**src/rtl/buf_ptr_ctrl.sv**
```systemverilog
module buf_ptr_ctrl #(
  parameter int ADDR_W      = 32,
  parameter int CNT_W       = 16,
  parameter int FRAME_BYTES = 16
) (
  input  logic              clk,
  input  logic              rst_n,
  input  logic              unit_en,
  input  logic [1:0]        chan_en,
  input  logic              resume_mode,
  input  logic              circular,
  input  logic              wr_init_addr,
  input  logic              wr_init_cnt,
  input  logic              wr_cur_addr,
  input  logic              wr_cur_cnt,
  input  logic [ADDR_W-1:0] wdata,
  input  logic              frame_done,
  output logic [ADDR_W-1:0] init_addr,
  output logic [CNT_W-1:0]  init_cnt,
  output logic [ADDR_W-1:0] cur_addr,
  output logic [CNT_W-1:0]  cur_cnt,
  output logic              active,
  output logic              buf_end
);

  localparam logic [ADDR_W-1:0] STEP = ADDR_W'(FRAME_BYTES);
  localparam logic [CNT_W-1:0]  ONE  = CNT_W'(1);

  logic              en_eff, en_q, rise, cur_wr, take, last, wrap;
  logic [ADDR_W-1:0] ld_addr, fin_addr;
  logic [CNT_W-1:0]  ld_cnt, fin_cnt, wcnt;

  assign en_eff = unit_en & (chan_en[0] ^ chan_en[1]);
  assign rise   = en_eff & ~en_q;
  assign cur_wr = wr_cur_addr | wr_cur_cnt;
  assign wcnt   = wdata[CNT_W-1:0];

  assign take = frame_done & active & en_eff & ~rise & ~cur_wr;
  assign last = take & (cur_cnt == ONE);
  assign wrap = last & circular;

  assign ld_addr  = resume_mode ? cur_addr : init_addr;
  assign ld_cnt   = resume_mode ? cur_cnt  : init_cnt;
  assign fin_addr = wr_cur_addr ? wdata : ld_addr;
  assign fin_cnt  = wr_cur_cnt  ? wcnt  : ld_cnt;

  always_ff @(posedge clk) begin
    if (!rst_n) begin
      en_q      <= 1'b0;
      init_addr <= '0;
      init_cnt  <= '0;
      cur_addr  <= '0;
      cur_cnt   <= '0;
      active    <= 1'b0;
      buf_end   <= 1'b0;
    end else begin
      en_q    <= en_eff;
      buf_end <= last;
      if (wr_init_addr) init_addr <= wdata;
      if (wr_init_cnt)  init_cnt  <= wcnt;
      if (rise) begin
        cur_addr <= fin_addr;
        cur_cnt  <= fin_cnt;
        active   <= (fin_cnt != '0);
      end else if (cur_wr) begin
        if (wr_cur_addr) cur_addr <= wdata;
        if (wr_cur_cnt)  cur_cnt  <= wcnt;
        active <= active & en_eff & ~(wr_cur_cnt & (wcnt == '0));
      end else if (!en_eff) begin
        active <= 1'b0;
      end else if (wrap) begin
        cur_addr <= init_addr;
        cur_cnt  <= init_cnt;
        active   <= (init_cnt != '0);
      end else if (take) begin
        cur_addr <= cur_addr + STEP;
        cur_cnt  <= cur_cnt - ONE;
        if (last) active <= 1'b0;
      end
    end
  end

endmodule


```
**config.mk**
```make
export PLATFORM = sky130hd
export DESIGN_NAME = buf_ptr_ctrl
export DESIGN_NICKNAME = d
export VERILOG_FILES = /design/src/rtl/buf_ptr_ctrl.sv
export SDC_FILE = /design/constraint.sdc
export NUM_CORES = 1
export LEC_CHECK = 0
export BUFFER_PORTS_ARGS = -buffer_cell sky130_fd_sc_hd__buf_2
export CAP_MARGIN = 20
export CORE_MARGIN = 8
export CORE_UTILIZATION = 57
export CTS_BUF_LIST = sky130_fd_sc_hd__clkbuf_4 sky130_fd_sc_hd__clkbuf_8
export DETAILED_ROUTE_END_ITERATION = 16
export PLACE_DENSITY = 0.93
export SYNTH_ARGS = -nofsm -noshare
export SYNTH_HDL_FRONTEND = slang
export SYNTH_SLANG_ARGS = --single-unit
```
**constraint.sdc**
```tcl
create_clock -name clk -period 2.25 [get_ports clk]
set_input_delay 0.225 -clock clk [delete_from_list [all_inputs] [get_ports clk]]
set_output_delay 0.225 -clock clk [all_outputs]
set_load 0.02 [all_outputs]
```
==> flow_metrics.py, run 1 <==
metrics = {
    "run_status": {
        "outcome": "completed",
    },
    "clock_tree": {
        "clkLatencyLatePin_ns": 0.40,
        "cts_max_level": 3,
        "cts_tree": "done",
        "cts_made_buffers": 9,
        "clk_pin_slew_worst_paths_ns": 0.11,
        "ctsHoldBuffers": 0,
        "cts.sinks": 99,
        "clockRootBuffer": "clkbuf_8",
        "cts_buffer_depth": 2,
    },
    "critical_path": {
        "required_ns": 2.55,
        "critPathLaunchType": "flop",
        "r2r_setup_slack_ns": 0.10,
        "worst-path-max-fanout": 10,
        "crit_arrival_ns": 2.45,
        "critical_path_class": "reg -> reg",
        "end_kind": "flop",
    },
    "die": {
        "initial_core_util_pct": 58.1,
        "die_x_um": 121,
        "design.core.area_sq_um": 10800,
        "design.die.area_sq_um": 14600,
        "boundaryPins": 142,
        "die_h_um": 121,
        "rows": 38,
    },
    "timing": {
        "finalMaxSlewViolations": 0,
        "fin_crit_sh_pct": 95.4,
        "setup_viol": 0,
        "worstMarginPinSlew_ns": 0.584,
        "relSlewSlack_pct": 60.7,
        "final-hold-violation-count": 0,
        "hold_slack_ns": 0.0710,
        "min_period_ns": 2.15,
        "finalSetupTns_ns": 0,
        "fmax_mhz": 466,
        "finClkSkew_ns": 0.0130,
    },
    "global_route": {
        "grt_pass1_wl_mm": 35.2,
        "antenna_found_initial": 0,
        "first_global_vias": 6710,
        "grt_max_degree": 35,
        "grtUsageTotal_pct": 29.8,
        "gr-total-overflow": 0,
    },
    "power": {
        "p_int_uw": 3160,
        "p_leak_uw": 0.00351,
        "p_sw_uw": 1780,
        "ir_drop_uv": 476,
        "p_seq_share_pct": 42.3,
        "switching_share_pct": 36.1,
        "pwr-share-comb_pct": 30.0,
        "power_density_nw_per_um2": 642,
        "power_frac_clock_pct": 27.8,
    },
    "synthesis": {
        "synth_area_per_cell_sq_um": 8.42,
        "synth.ff_latch_count": 99,
        "syn_area_sq_um": 6270,
        "synthesis.nets": 791,
        "ys_seq_area_share_pct": 31.6,
        "yosysUniqueCellTypes": 76,
        "yosysWarnings": 0,
        "synthFlopType": "dfxtp_1",
        "async_reset_ff_share_pct": 0,
        "syn_inst": 744,
        "synth-edff-count": 0,
    },
    "placed_design": {
        "post_dp_cell_area_sq_um": 7420,
        "place_congestion": 1.02,
        "dp_cells": 1030,
        "port_buffers": 141,
        "dp_hpwl_mm": 16.5,
    },
    "drt": {
        "avgViaCountPerCell": 6.68,
        "drt-total-wl_mm": 22.5,
        "dr.pass1.iters": 6,
        "antenna_left": 0,
        "wl_per_cell_um": 21.5,
        "drt_iter0_markers": 992,
        "num_vias": 7019,
        "drc": 0,
    },
    "worst_hold_path": {
        "worstHoldPathType": "in -> reg",
    },
    "final_layout": {
        "drive_gt1_share_pct": 28.6,
        "utilization_pct": 71.2,
        "final_nets": 952,
        "area_growth_syn_to_layout_pct": 22.7,
        "antennaDiodeCount": 0,
        "final_cell_area_sq_um": 7690,
        "final_cells": 1050,
    },
    "flow_run": {
        "drv_cap": 0,
    },
}
[metal layers]
layer | vias to the layer above | wire length (um) | GRT usage [%] | part of all wire (%)
met2 | 534 | 10100 | 46.4 | 45
met3 | 83 | 2650 | 6.34 | 12
met1 | 3267 | 8860 | 38.0 | 39
met4 | 0 | 894 | 15.8 | 4.0
met5 | - | 0 | 0 | 0
li1 | 3135 | - | - | -
[sequential cells by signal (all words and copies together) (netlist names)]
signal     flops
cur_cnt       16
en_q           1
active         1
init_cnt      16
buf_end        1
init_addr     32
cur_addr      32
[Yosys cell counts (6+ instances only)]
cell type / n / area (sq um)
nand4_1: 16 / 100
a221oi_1: 13 / 114
clkbuf_1: 24 / 90.1
xor2_1: 11 / 96.3
o21ai_0: 22 / 110
buf_1: 15 / 56.3
a211oi_1: 13 / 97.6
mux2i_1: 82 / 821
o31ai_1: 7 / 52.6
dfxtp_1: 99 / 1980
a31oi_1: 6 / 37.5
o21ai_1: 10 / 50.1
nor2_1: 89 / 334
a21oi_1: 53 / 265
buf_2: 14 / 70.1
o211ai_1: 10 / 75.1
a22o_1: 12 / 105
xnor2_1: 17 / 149
nor4_1: 10 / 62.6
nand3_1: 31 / 155
inv_1: 7 / 26.3
nand2_1: 49 / 184
a221o_1: 12 / 120
nor3_1: 10 / 50.1
and3_1: 12 / 75.1
[path summary, 6_finish.rpt]
path	from	to	cells past startpoint
hold / removal	wdata[24]	init_addr[24]$_SDFFE_PN0P_	3
setup / recovery	cur_cnt[1]$_SDFFE_PN0P_	cur_cnt[11]$_SDFFE_PN0P_	8
setup reg to reg	cur_cnt[1]$_SDFFE_PN0P_	cur_cnt[11]$_SDFFE_PN0P_	8
hold reg to reg	init_addr[21]$_SDFFE_PN0P_	cur_addr[21]$_SDFFE_PN0P_	2
[final cells by class]
cell class | count | area (sq um)
Timing Repair Buffer | 206 | 1240
Tap cell | 140 | 175
Clock buffer | 10 | 138
Multi-Input combinational cell | 582 | 4020
Fill cell | 821 | 3110
Clock inverter | 6 | 96.3
Sequential cell | 99 | 1980
Inverter | 7 | 26.3
[cell families (layout without fill, tap and decap cells)]
logic type               count (synthesis)  after routing  synth area share [%]
AND/OR/NAND/NOR                        255            255                  21.2
AO/OA/AOI/OAI                          207            207                  23.9
flip-flops                              99             99                  31.6
multiplexers                            88             88                  14.2
buffers and inverters                   63            229                  4.35
XOR/XNOR                                29             29                  4.17
adder cells (fa/ha/maj)                  3              3                 0.599
[timing repair]
action | 4_1_cts | 5_1_grt
endpoints found under the setup margin | 0 | 13
resized for setup | 0 | 5
buffers inserted | 0 | 4
[worst max-delay path, cell delays in order (launching register included)]
cell      delay, ns
dfxtp_1        0.40
inv_1          0.08
ha_1           0.18
and4b_1        0.20
and4_4         0.21
and4bb_2       0.36
nor2_2         0.30
a211oi_1       0.12
a31o_1         0.19
[metrics by stage]
step,total power (uW),worst slack [ns]
floorplan,2980,0.166
global placement,3530,0.135
detailed placement,3560,0.0605
CTS,4900,0.0516
global route,5120,-0.0113
finish,4940,0.103
[power by group through the flow]
stage	logic (uW)	clock network [uW]	registers, uW
floorplan	723	0	2260
global placement	1420	0	2110
detailed placement	1440	0	2110
CTS	1450	1380	2070
global route	1570	1440	2100
finish	1480	1370	2090
[cell usage in the layout (no fill, tap or decap), drive strengths merged, types with 3 or more instances in the layout]
cell type | Yosys | routed
a211o | 3 | 3
a211oi | 13 | 13
a21o | 5 | 5
a21oi | 54 | 54
a221o | 12 | 12
a221oi | 13 | 13
a22o | 12 | 12
a22oi | 5 | 5
a311oi | 5 | 5
a31o | 6 | 6
a31oi | 8 | 8
a32o | 3 | 3
and3 | 12 | 12
and4 | 6 | 6
buf | 32 | 206
clkbuf | 24 | 10
dfxtp | 99 | 99
ha | 3 | 3
inv | 7 | 9
mux2 | 6 | 6
mux2i | 82 | 82
nand2 | 50 | 50
nand2b | 4 | 4
nand3 | 32 | 32
nand4 | 19 | 19
nor2 | 90 | 90
nor3 | 15 | 15
nor3b | 3 | 3
nor4 | 11 | 11
o211ai | 10 | 10
o21ai | 32 | 32
o221a | 3 | 3
o31ai | 8 | 8
o41ai | 3 | 3
xnor2 | 17 | 17
xor2 | 12 | 12
(Power assumes the default switching activity.)
==> run 2: changes to the inputs <==
Settings changed: CORE_MARGIN 8 to 2.
==> run 2 against run 1 <==
First-iteration DRC count down 23%. Design area down 0.81%. Register-to-register slack about the same. Maximum frequency about the same. Critical path type unchanged. Critical endpoint is now cur_cnt[10]$_SDFFE_PN0P_. Largest power group unchanged.
==> flow_metrics.py, run 2 (synthesized netlist as in run 1, its figures left out) <==
metrics = {
    "run_status": {
        "outcome": "completed",
    },
    "clock_tree": {
        "clk_pin_slew_worst_paths_ns": 0.10,
        "cts_max_level": 3,
        "cts_tree": "done",
        "clockRootBuffer": "clkbuf_8",
        "cts_made_buffers": 9,
        "clkLatencyLatePin_ns": 0.39,
        "cts.sinks": 99,
        "cts_buffer_depth": 2,
    },
    "timing": {
        "finalMaxSlewViolations": 0,
        "relSlewSlack_pct": 54.6,
        "hold_slack_ns": 0.101,
        "min_period_ns": 2.15,
        "setup_viol": 0,
        "fmax_mhz": 465,
        "worstMarginPinSlew_ns": 0.679,
        "finClkSkew_ns": 0.0135,
        "fin_crit_sh_pct": 95.5,
        "final-hold-violation-count": 0,
    },
    "critical_path": {
        "crit_arrival_ns": 2.46,
        "critical_path_class": "reg -> reg",
        "worst-path-max-fanout": 10,
        "critPathLaunchType": "flop",
        "required_ns": 2.57,
        "end_kind": "flop",
    },
    "die": {
        "die_h_um": 109,
        "boundaryPins": 142,
        "die_x_um": 109,
        "design.core.area_sq_um": 10800,
        "design.die.area_sq_um": 11800,
        "initial_core_util_pct": 58.1,
        "rows": 38,
    },
    "global_route": {
        "grt_max_degree": 35,
        "first_global_vias": 6502,
        "grt_pass1_wl_mm": 33.8,
        "gr-total-overflow": 0,
        "antenna_found_initial": 0,
        "grtUsageTotal_pct": 36.5,
    },
    "power": {
        "p_int_uw": 3110,
        "p_seq_share_pct": 43.0,
        "power_frac_clock_pct": 26.7,
        "switching_share_pct": 35.9,
        "pwr-share-comb_pct": 30.3,
        "ir_drop_uv": 758,
        "p_leak_uw": 0.00348,
        "power_density_nw_per_um2": 636,
        "p_sw_uw": 1740,
    },
    "placed_design": {
        "dp_hpwl_mm": 15.6,
        "post_dp_cell_area_sq_um": 7360,
        "place_congestion": 1.02,
        "port_buffers": 141,
    },
    "drt": {
        "drc": 0,
        "wl_per_cell_um": 20.7,
        "num_vias": 7018,
        "drt-total-wl_mm": 21.7,
        "avgViaCountPerCell": 6.70,
        "drt_iter0_markers": 761,
        "antenna_left": 0,
        "dr.pass1.iters": 8,
    },
    "flow_run": {
        "drv_cap": 0,
    },
    "final_layout": {
        "nFillCells": 832,
        "area_growth_syn_to_layout_pct": 21.7,
        "final_nets": 950,
        "utilization_pct": 70.6,
        "drive_gt1_share_pct": 28.2,
        "final_cell_area_sq_um": 7620,
        "antennaDiodeCount": 0,
        "largest_registers": "cur_addr: 32 flops, init_addr: 32 flops",
        "layout_commonest_cell": "buf_2",
        "layout_common_cells": "buf_2, dfxtp_1, nor2_1, mux2i_1, buf_4",
    },
    "worst_hold_path": {
        "worstHoldPathType": "in -> reg",
    },
}
## run 2: cell count changes in the layout (fill, tap and decap cells not counted)
cell      previous run  this run
inv_8                1         0
buf_12               4         2
clkbuf_8            10         9
nor2_2               2         1
nor2_1              87        88
clkinv_2             0         1
## run 2: critical path, cell delays in order, from the launching register on
cell and delay [ns]:
dfxtp_1 0.42, inv_1 0.08, ha_1 0.17, and4b_1 0.19, and4_4 0.22, and4bb_2 0.35, a221oi_1 0.37, o31ai_1 0.13
a21oi_1 0.14
## run 2: final timing paths
kind / slack (ns) / cells past startpoint / to / startpoint
setup / recovery: 0.10 / 8 / cur_cnt[10]$_SDFFE_PN0P_ / cur_cnt[1]$_SDFFE_PN0P_
hold / removal: 0.10 / 3 / init_addr[24]$_SDFFE_PN0P_ / wdata[24]
setup reg to reg: 0.10 / 8 / cur_cnt[10]$_SDFFE_PN0P_ / cur_cnt[1]$_SDFFE_PN0P_
hold reg to reg: 0.52 / 2 / cur_addr[21]$_SDFFE_PN0P_ / init_addr[21]$_SDFFE_PN0P_
## run 2: final cells by class
class                   count  area [sq um]  area share [%]
multi-input cells         582          4020            52.7
flip-flops and latches     99          1980            26.0
repair buffers            204          1200            15.8
well taps                 140           175            2.30
clock buffers               9           124            1.62
clock inverters             6          90.1            1.18
inverters                   7          26.3           0.345
## run 2: layer usage
metal / GRT usage (%) / share of wire, % / vias to the layer above
met4: 15.5 / 4.0 / 0
met5: 0 / 0 / -
met2: 57.8 / 45 / 541
met3: 6.93 / 11 / 101
met1: 48.7 / 39 / 3238
li1: - / - / 3138
## run 2: repair_timing
| action | in CTS | in global routing |
|---|---|---|
| hold endpoints to repair | 0 | 0 |
| buffers inserted | 0 | 5 |
| setup endpoints to repair | 0 | 7 |
| hold buffers | 0 | 0 |
| resized for setup | 0 | 4 |
## run 2: stage by stage
| stage | instances | total power [uW] | setup TNS (ns) | setup slack (ns) |
|---|---|---|---|---|
| global route | 1047 | 5030 | -0.00145 | -0.00145 |
| CTS | 1042 | 4800 | 0 | 0.0558 |
| detailed placement | 1027 | 3540 | 0 | 0.121 |
| floorplan | 744 | 2980 | 0 | 0.166 |
| finish | 1047 | 4850 | 0 | 0.102 |
| global placement | 1027 | 3510 | 0 | 0.124 |
## run 2: power by group through the flow
stage                     clock [uW]  combinational (uW)  sequential [uW]
after detailed placement           0                1430             2110
after global placement             0                1400             2110
final                           1290                1470             2090
after CTS                       1290                1440             2080
after global routing            1360                1570             2100
after floorplan                    0                 723             2260
